<file path="src/rtl/npc_pkg.sv">
package npc_pkg;
  typedef enum logic [3:0] {
    XK_NONE     = 4'd0,
    XK_BR_EQ    = 4'd1,
    XK_BR_NE    = 4'd2,
    XK_BR_LEZ   = 4'd3,
    XK_BR_GTZ   = 4'd4,
    XK_BR_LTZ   = 4'd5,
    XK_BR_GEZ   = 4'd6,
    XK_BR_LTZ_L = 4'd7,
    XK_BR_GEZ_L = 4'd8,
    XK_JMP      = 4'd9,
    XK_JMP_L    = 4'd10,
    XK_JMP_REG  = 4'd11
  } xfer_kind_e;

  function automatic logic is_xfer(input logic [3:0] k);
    return (k >= 4'd1) && (k <= 4'd11);
  endfunction

  function automatic logic is_link(input logic [3:0] k);
    return (k == 4'd7) || (k == 4'd8) || (k == 4'd10);
  endfunction
endpackage

</file>
<file path="src/rtl/npc_cond.sv">
module npc_cond
  import npc_pkg::*;
#(
  parameter int XLEN = 32
) (
  input  logic [3:0]      kind_i,
  input  logic [XLEN-1:0] rs_i,
  input  logic [XLEN-1:0] rt_i,
  output logic            taken_o
);
  logic eq, neg, zero;
  assign eq   = (rs_i == rt_i);
  assign neg  = rs_i[XLEN-1];
  assign zero = (rs_i == '0);

  always_comb begin
    case (kind_i)
      XK_BR_EQ:                 taken_o = eq;
      XK_BR_NE:                 taken_o = !eq;
      XK_BR_LEZ:                taken_o = neg || zero;
      XK_BR_GTZ:                taken_o = !neg && !zero;
      XK_BR_LTZ, XK_BR_LTZ_L:   taken_o = neg;
      XK_BR_GEZ, XK_BR_GEZ_L:   taken_o = !neg;
      XK_JMP, XK_JMP_L,
      XK_JMP_REG:               taken_o = 1'b1;
      default:                  taken_o = 1'b0;
    endcase
  end
endmodule

</file>
<file path="src/rtl/npc_target.sv">
module npc_target
  import npc_pkg::*;
#(
  parameter int XLEN  = 32,
  parameter int OFF_W = 16,
  parameter int JT_W  = 26
) (
  input  logic [XLEN-1:0]  pc_i,
  input  logic [3:0]       kind_i,
  input  logic [OFF_W-1:0] off_i,
  input  logic [JT_W-1:0]  jt_i,
  input  logic [XLEN-1:0]  jr_i,
  output logic [XLEN-1:0]  tgt_o
);
  localparam int EXT_W = XLEN - OFF_W - 2;
  localparam int REG_W = XLEN - JT_W - 2;

  logic [XLEN-1:0] seq_pc, br_disp, br_tgt, jmp_tgt;

  assign seq_pc  = pc_i + XLEN'(4);
  assign br_disp = {{EXT_W{off_i[OFF_W-1]}}, off_i, 2'b00};
  assign br_tgt  = seq_pc + br_disp;
  // region bits come from the transfer's own address
  assign jmp_tgt = {pc_i[XLEN-1 -: REG_W], jt_i, 2'b00};

  always_comb begin
    case (kind_i)
      XK_JMP, XK_JMP_L: tgt_o = jmp_tgt;
      XK_JMP_REG:       tgt_o = jr_i;
      default:          tgt_o = br_tgt;
    endcase
  end
endmodule

</file>
<file path="src/rtl/npc_link.sv">
module npc_link
  import npc_pkg::*;
#(
  parameter int XLEN = 32
) (
  input  logic [3:0]      kind_i,
  input  logic            act_i,
  input  logic [XLEN-1:0] pc_i,
  output logic            link_we_o,
  output logic [XLEN-1:0] link_o
);
  // slot is exposed, so return skips it
  assign link_o    = pc_i + XLEN'(8);
  assign link_we_o = act_i && is_link(kind_i);
endmodule

</file>
<file path="src/rtl/npc_unit.sv">
module npc_unit
  import npc_pkg::*;
#(
  parameter int          XLEN     = 32,
  parameter int          OFF_W    = 16,
  parameter int          JT_W     = 26,
  parameter logic [31:0] START_PC = 32'h0000_1000
) (
  input  logic             clk_i,
  input  logic             rst_ni,
  input  logic             stall_i,
  input  logic [3:0]       xfer_kind_i,
  input  logic [OFF_W-1:0] br_off_i,
  input  logic [JT_W-1:0]  jmp_tgt_i,
  input  logic [XLEN-1:0]  rs_val_i,
  input  logic [XLEN-1:0]  rt_val_i,
  input  logic [XLEN-1:0]  jr_addr_i,
  output logic [XLEN-1:0]  pc_o,
  output logic [XLEN-1:0]  link_o,
  output logic             link_we_o,
  output logic             err_o
);
  logic [XLEN-1:0] pc_q, tgt_q, tgt_d;
  logic            pend_q;
  logic            cond_taken, slot_xfer, act, take;

  npc_cond #(.XLEN(XLEN)) u_cond (
    .kind_i (xfer_kind_i),
    .rs_i   (rs_val_i),
    .rt_i   (rt_val_i),
    .taken_o(cond_taken)
  );

  npc_target #(.XLEN(XLEN), .OFF_W(OFF_W), .JT_W(JT_W)) u_tgt (
    .pc_i  (pc_q),
    .kind_i(xfer_kind_i),
    .off_i (br_off_i),
    .jt_i  (jmp_tgt_i),
    .jr_i  (jr_addr_i),
    .tgt_o (tgt_d)
  );

  // transfer sitting in a taken transfer's slot is dropped
  assign slot_xfer = pend_q && is_xfer(xfer_kind_i);
  assign act       = !stall_i && !slot_xfer;
  assign take      = act && cond_taken;
  assign err_o     = !stall_i && slot_xfer;

  npc_link #(.XLEN(XLEN)) u_link (
    .kind_i   (xfer_kind_i),
    .act_i    (act),
    .pc_i     (pc_q),
    .link_we_o(link_we_o),
    .link_o   (link_o)
  );

  always_ff @(posedge clk_i or negedge rst_ni) begin
    if (!rst_ni) begin
      pc_q   <= XLEN'(START_PC);
      pend_q <= 1'b0;
      tgt_q  <= '0;
    end else if (!stall_i) begin
      pc_q   <= pend_q ? tgt_q : pc_q + XLEN'(4);
      pend_q <= take;
      if (take) tgt_q <= tgt_d;
    end
  end

  assign pc_o = pc_q;

  a_r2_advance: assert property (@(posedge clk_i) disable iff (!rst_ni)
    (!stall_i && !pend_q) |=> (pc_o == $past(pc_o) + XLEN'(4)));

  a_r3_stall_hold: assert property (@(posedge clk_i) disable iff (!rst_ni)
    stall_i |=> ($stable(pc_o) && $stable(pend_q)));

  a_r3_stall_quiet: assert property (@(posedge clk_i) disable iff (!rst_ni)
    stall_i |-> (!link_we_o && !err_o));

  a_r4_slot_redirect: assert property (@(posedge clk_i) disable iff (!rst_ni)
    (!stall_i && pend_q) |=> ((pc_o == $past(tgt_q)) && !pend_q));

  a_r9_link_value: assert property (@(posedge clk_i) disable iff (!rst_ni)
    link_we_o |-> (link_o == pc_o + XLEN'(8)));

  a_r11_err_scope: assert property (@(posedge clk_i) disable iff (!rst_ni)
    err_o |-> (pend_q && !link_we_o));
endmodule

</file>
<file path="config.mk">
export PLATFORM = sky130hd
export DESIGN_NAME = npc_unit
export DESIGN_NICKNAME = d
export VERILOG_FILES = /design/src/rtl/npc_pkg.sv /design/src/rtl/npc_cond.sv /design/src/rtl/npc_target.sv /design/src/rtl/npc_link.sv /design/src/rtl/npc_unit.sv
export SDC_FILE = /design/constraint.sdc
export NUM_CORES = 1
export LEC_CHECK = 0
export BUFFER_PORTS_ARGS = -buffer_cell sky130_fd_sc_hd__buf_2
export CORE_MARGIN = 8
export CORE_UTILIZATION = 50
export DETAILED_ROUTE_END_ITERATION = 6
export PLACE_DENSITY = 0.86
export SYNTH_ARGS = -nofsm -noshare
export SYNTH_HDL_FRONTEND = slang
export SYNTH_SLANG_ARGS = --single-unit
</file>
<file path="constraint.sdc">
create_clock -name clk_i -period 5.1 [get_ports clk_i]
set_input_delay 1.02 -clock clk_i [delete_from_list [all_inputs] [get_ports clk_i]]
set_output_delay 1.02 -clock clk_i [all_outputs]
set_load 0.05 [all_outputs]
</file>
==> impl_metrics.tcl <==
set metrics [dict create \
    start_kind "flip-flop" \
    fmax_mhz 218.8 \
    coreArea_um2 12570 \
    cp.arrival_ns 4.84 \
    synthTopCellsByArea "dfrtp_1 25%, xor2_1 8.1%, ha_1 6.4%, xnor2_1 6.1%, nand2_1 5.6%" \
    hold-path-endpoint "pc_o[0]" \
    grt_max_degree 47 \
    finish.utilization_pct 62.09 \
    start_util_pct 51.07 \
    yosysUniqueCellTypes 69 \
    crit_type "flip-flop to flip-flop" \
    clk_pin_slew_worst_paths_ns 0.06 \
    die_w_um 129.3 \
    worst-r2r-cell-count 17 \
    tns_ns 0 \
    htreeDepth 3 \
    reg2reg_to "tgt_q[31]" \
    hold_depth 2 \
    grt_pass1_wl_mm 34.91 \
    netlist_area_um2 6419 \
    ctsHoldBuffers 0 \
    drv_cap 0 \
    hold_viol_final 0 \
    grt_pass1_vias 6896 \
    yosys_warnings 0 \
    clock-root-buffer "clkbuf_16" \
    io_pins 211 \
    worstHoldPathType "flip-flop to flip-flop" \
    insertion_delay_ns 0.34 \
    preCtsSetupSlack_ns 0.6270 \
    fin_skew_ns 0.008415 \
    synth_edf_count 0 \
    cts_buffer_depth 2 \
    die_h_um 129.3 \
    final_cell_mix "210 x buf_2, 95 x nand2_1, 64 x dfrtp_1" \
    grt_use_total_pct 26.38 \
    ir_drop_mv 0.2101 \
    port_buffers 210 \
    cp_slowest_stage_delay_ns 0.48 \
    cts-resized-gates 0 \
    avgRoutedWirePerCell_um 19.14 \
    antenna_found_initial 0 \
    area_delta_synth_final_pct 21.58 \
    setup_ws_ns 0.5304 \
    timing.rr.start "pc_o[3]" \
    routabilityCongestion 0.9332 \
    cts_tree "built" \
    dieArea_um2 16720 \
    drv_slew 0 \
    netlist.top_cell.by_area "dfrtp_1" \
    cts.sinks 65 \
    reg2reg_slack_ns 0.53 \
    drtIter0Drc 680 \
    layout-drive-gt1-share_pct 26.00 \
    cts_buffers 9 \
    end_kind "flip-flop" \
    firstDrtPassIters 7 \
    ys.flop_type "dfrtp_1" \
    cp_common_cell "nor2_1" \
    async_flop_share_pct 100.0 \
    finalCriticalPeriod_ns 4.570 \
    path_cells "ha_1 > nand3_1 > nor2_1 > and3_1 > nand4_1 > nor2_1 > xor2_1 > ha_1 > nand4_1 > nor2_1 > o31a_1 > a211oi_1 > o2bb2ai_1 > o2111ai_1 > a21boi_0 > or4_1 > nand3_1" \
    mostFrequentLayoutCell "buf_2" \
    antenna_cells 0 \
    finalNetCount 1170 \
    crit_slowest_cell "a211oi_1" \
    synth.avg_cell_area_um2 7.837 \
    syn_inst 819 \
    final_antenna_net_count 0 \
    slew_headroom_pct 42.45 \
    viasPerCell 5.995 \
    ys_ff_latch 65 \
    min_from "tgt_q[0]" \
    rows 41 \
    drc 0 \
    synth_nets 998 \
    vias 7002 \
    dp_hpwl_mm 17.22 \
    rsz0062_at_grt "false" \
    tightest_slew_ns 0.8633 \
    synth_top_area_share_pct 24.95 \
    fin_crit_sh_pct 89.60 \
    static-leakage-power_nw 3.759 \
    grt_remaining_overflow 0 \
    setup_violations 0 \
    outcome "finished clean" \
    postRouteWirelength_mm 22.36 \
    yosysSeqAreaShare_pct 25.36 \
    postCtsSetupBuffers 0 \
    cp_data_required_time_ns 5.37 \
    placed_area_um2 7495 \
    final_area_um2 7804 \
    powerDensity_nw_per_um2 613.3 \
    path_max_fanout 6 \
]
[power breakdown]
group	switching, W	internal, W	total, W	leakage, nW
sequential	0.000369	0.000748	0.00112	0.814
combinational	0.00199	0.00103	0.00302	2.79
clock	0.000235	0.000418	0.000654	0.153
[kinds of logic after synthesis]
| family | synth area share (%) |
|---|---|
| multiplexers | 3.782 |
| AO/OA/AOI/OAI | 21.27 |
| AND/OR/NAND/NOR | 23.41 |
| adder cells (fa/ha/maj) | 6.745 |
| XOR/XNOR | 14.44 |
| buffers and inverters | 4.990 |
| flip-flops | 25.36 |
[sequential cells by signal, indices dropped and copies added (netlist names)]
signal and count:
tgt_q 32, pc_o 32, pend_q 1
[per-layer routing]
| layer | vias to the layer above | GRT usage (%) | wire [µm] |
|---|---|---|---|
| met1 | 3288 | 31.30 | 9037 |
| met2 | 368 | 45.19 | 10720 |
| li1 | 3301 | - | - |
| met3 | 45 | 6.491 | 2083 |
| met4 | 0 | 9.675 | 524 |
| met5 | - | 0 | 0 |
[how the worst max path moves through the flow]
| stage | from | to | slack, ns | cells past startpoint |
|---|---|---|---|---|
| final | pc_o[3] | tgt_q[31] | 0.53 | 17 |
| after global routing | pc_o[3] | tgt_q[31] | 0.26 | 17 |
| after CTS | pc_o[3] | tgt_q[31] | 0.60 | 17 |
| after detailed placement | pc_o[3] | tgt_q[31] | 0.63 | 17 |
| after global placement | pc_o[3] | tgt_q[31] | 0.79 | 17 |
| after floorplan | pc_o[2] | tgt_q[31] | 0.80 | 17 |
[synthesized netlist by cell type (16+ instances only)]
cell type / instances
a21oi_1: 64
clkbuf_1: 34
dfrtp_1: 64
ha_1: 33
mux2i_1: 22
nand2_1: 95
nand2b_1: 16
nand3_1: 30
nand4_1: 19
nor2_1: 56
nor3_1: 21
nor4_1: 19
o21ai_0: 46
o21ai_1: 30
xnor2_1: 45
xor2_1: 59
[critical path: cells and delay by family, from the launching register on]
| family | cells | cell delay (ns) |
|---|---|---|
| compound gates | 5 | 1.22 |
| xor+xnor | 1 | 0.21 |
| fa+ha+maj | 2 | 0.59 |
| flops | 1 | 0.43 |
| simple gates | 9 | 2.03 |
[stage by stage]
step | std cells | total power, W | hold WS, ns
global placement | 1152 | 0.004032 | 0.4507
CTS | 1168 | 0.004758 | 0.4761
detailed placement | 1152 | 0.004089 | 0.4645
finish | 1168 | 0.004786 | 0.4749
global route | 1168 | 0.005076 | 0.5023
floorplan | 819 | 0.003402 | 0.4386
[layout make-up]
type                       count  area, µm²
tap                          172      215.2
clock buffer                  14      274.0
sequential                    65       1628
fill                        1115       4765
inverter                      13      48.80
multi-input combinational    682       4477
timing repair buffer         220       1126
clock inverter                 2      35.03
(Power assumes the default switching activity.)
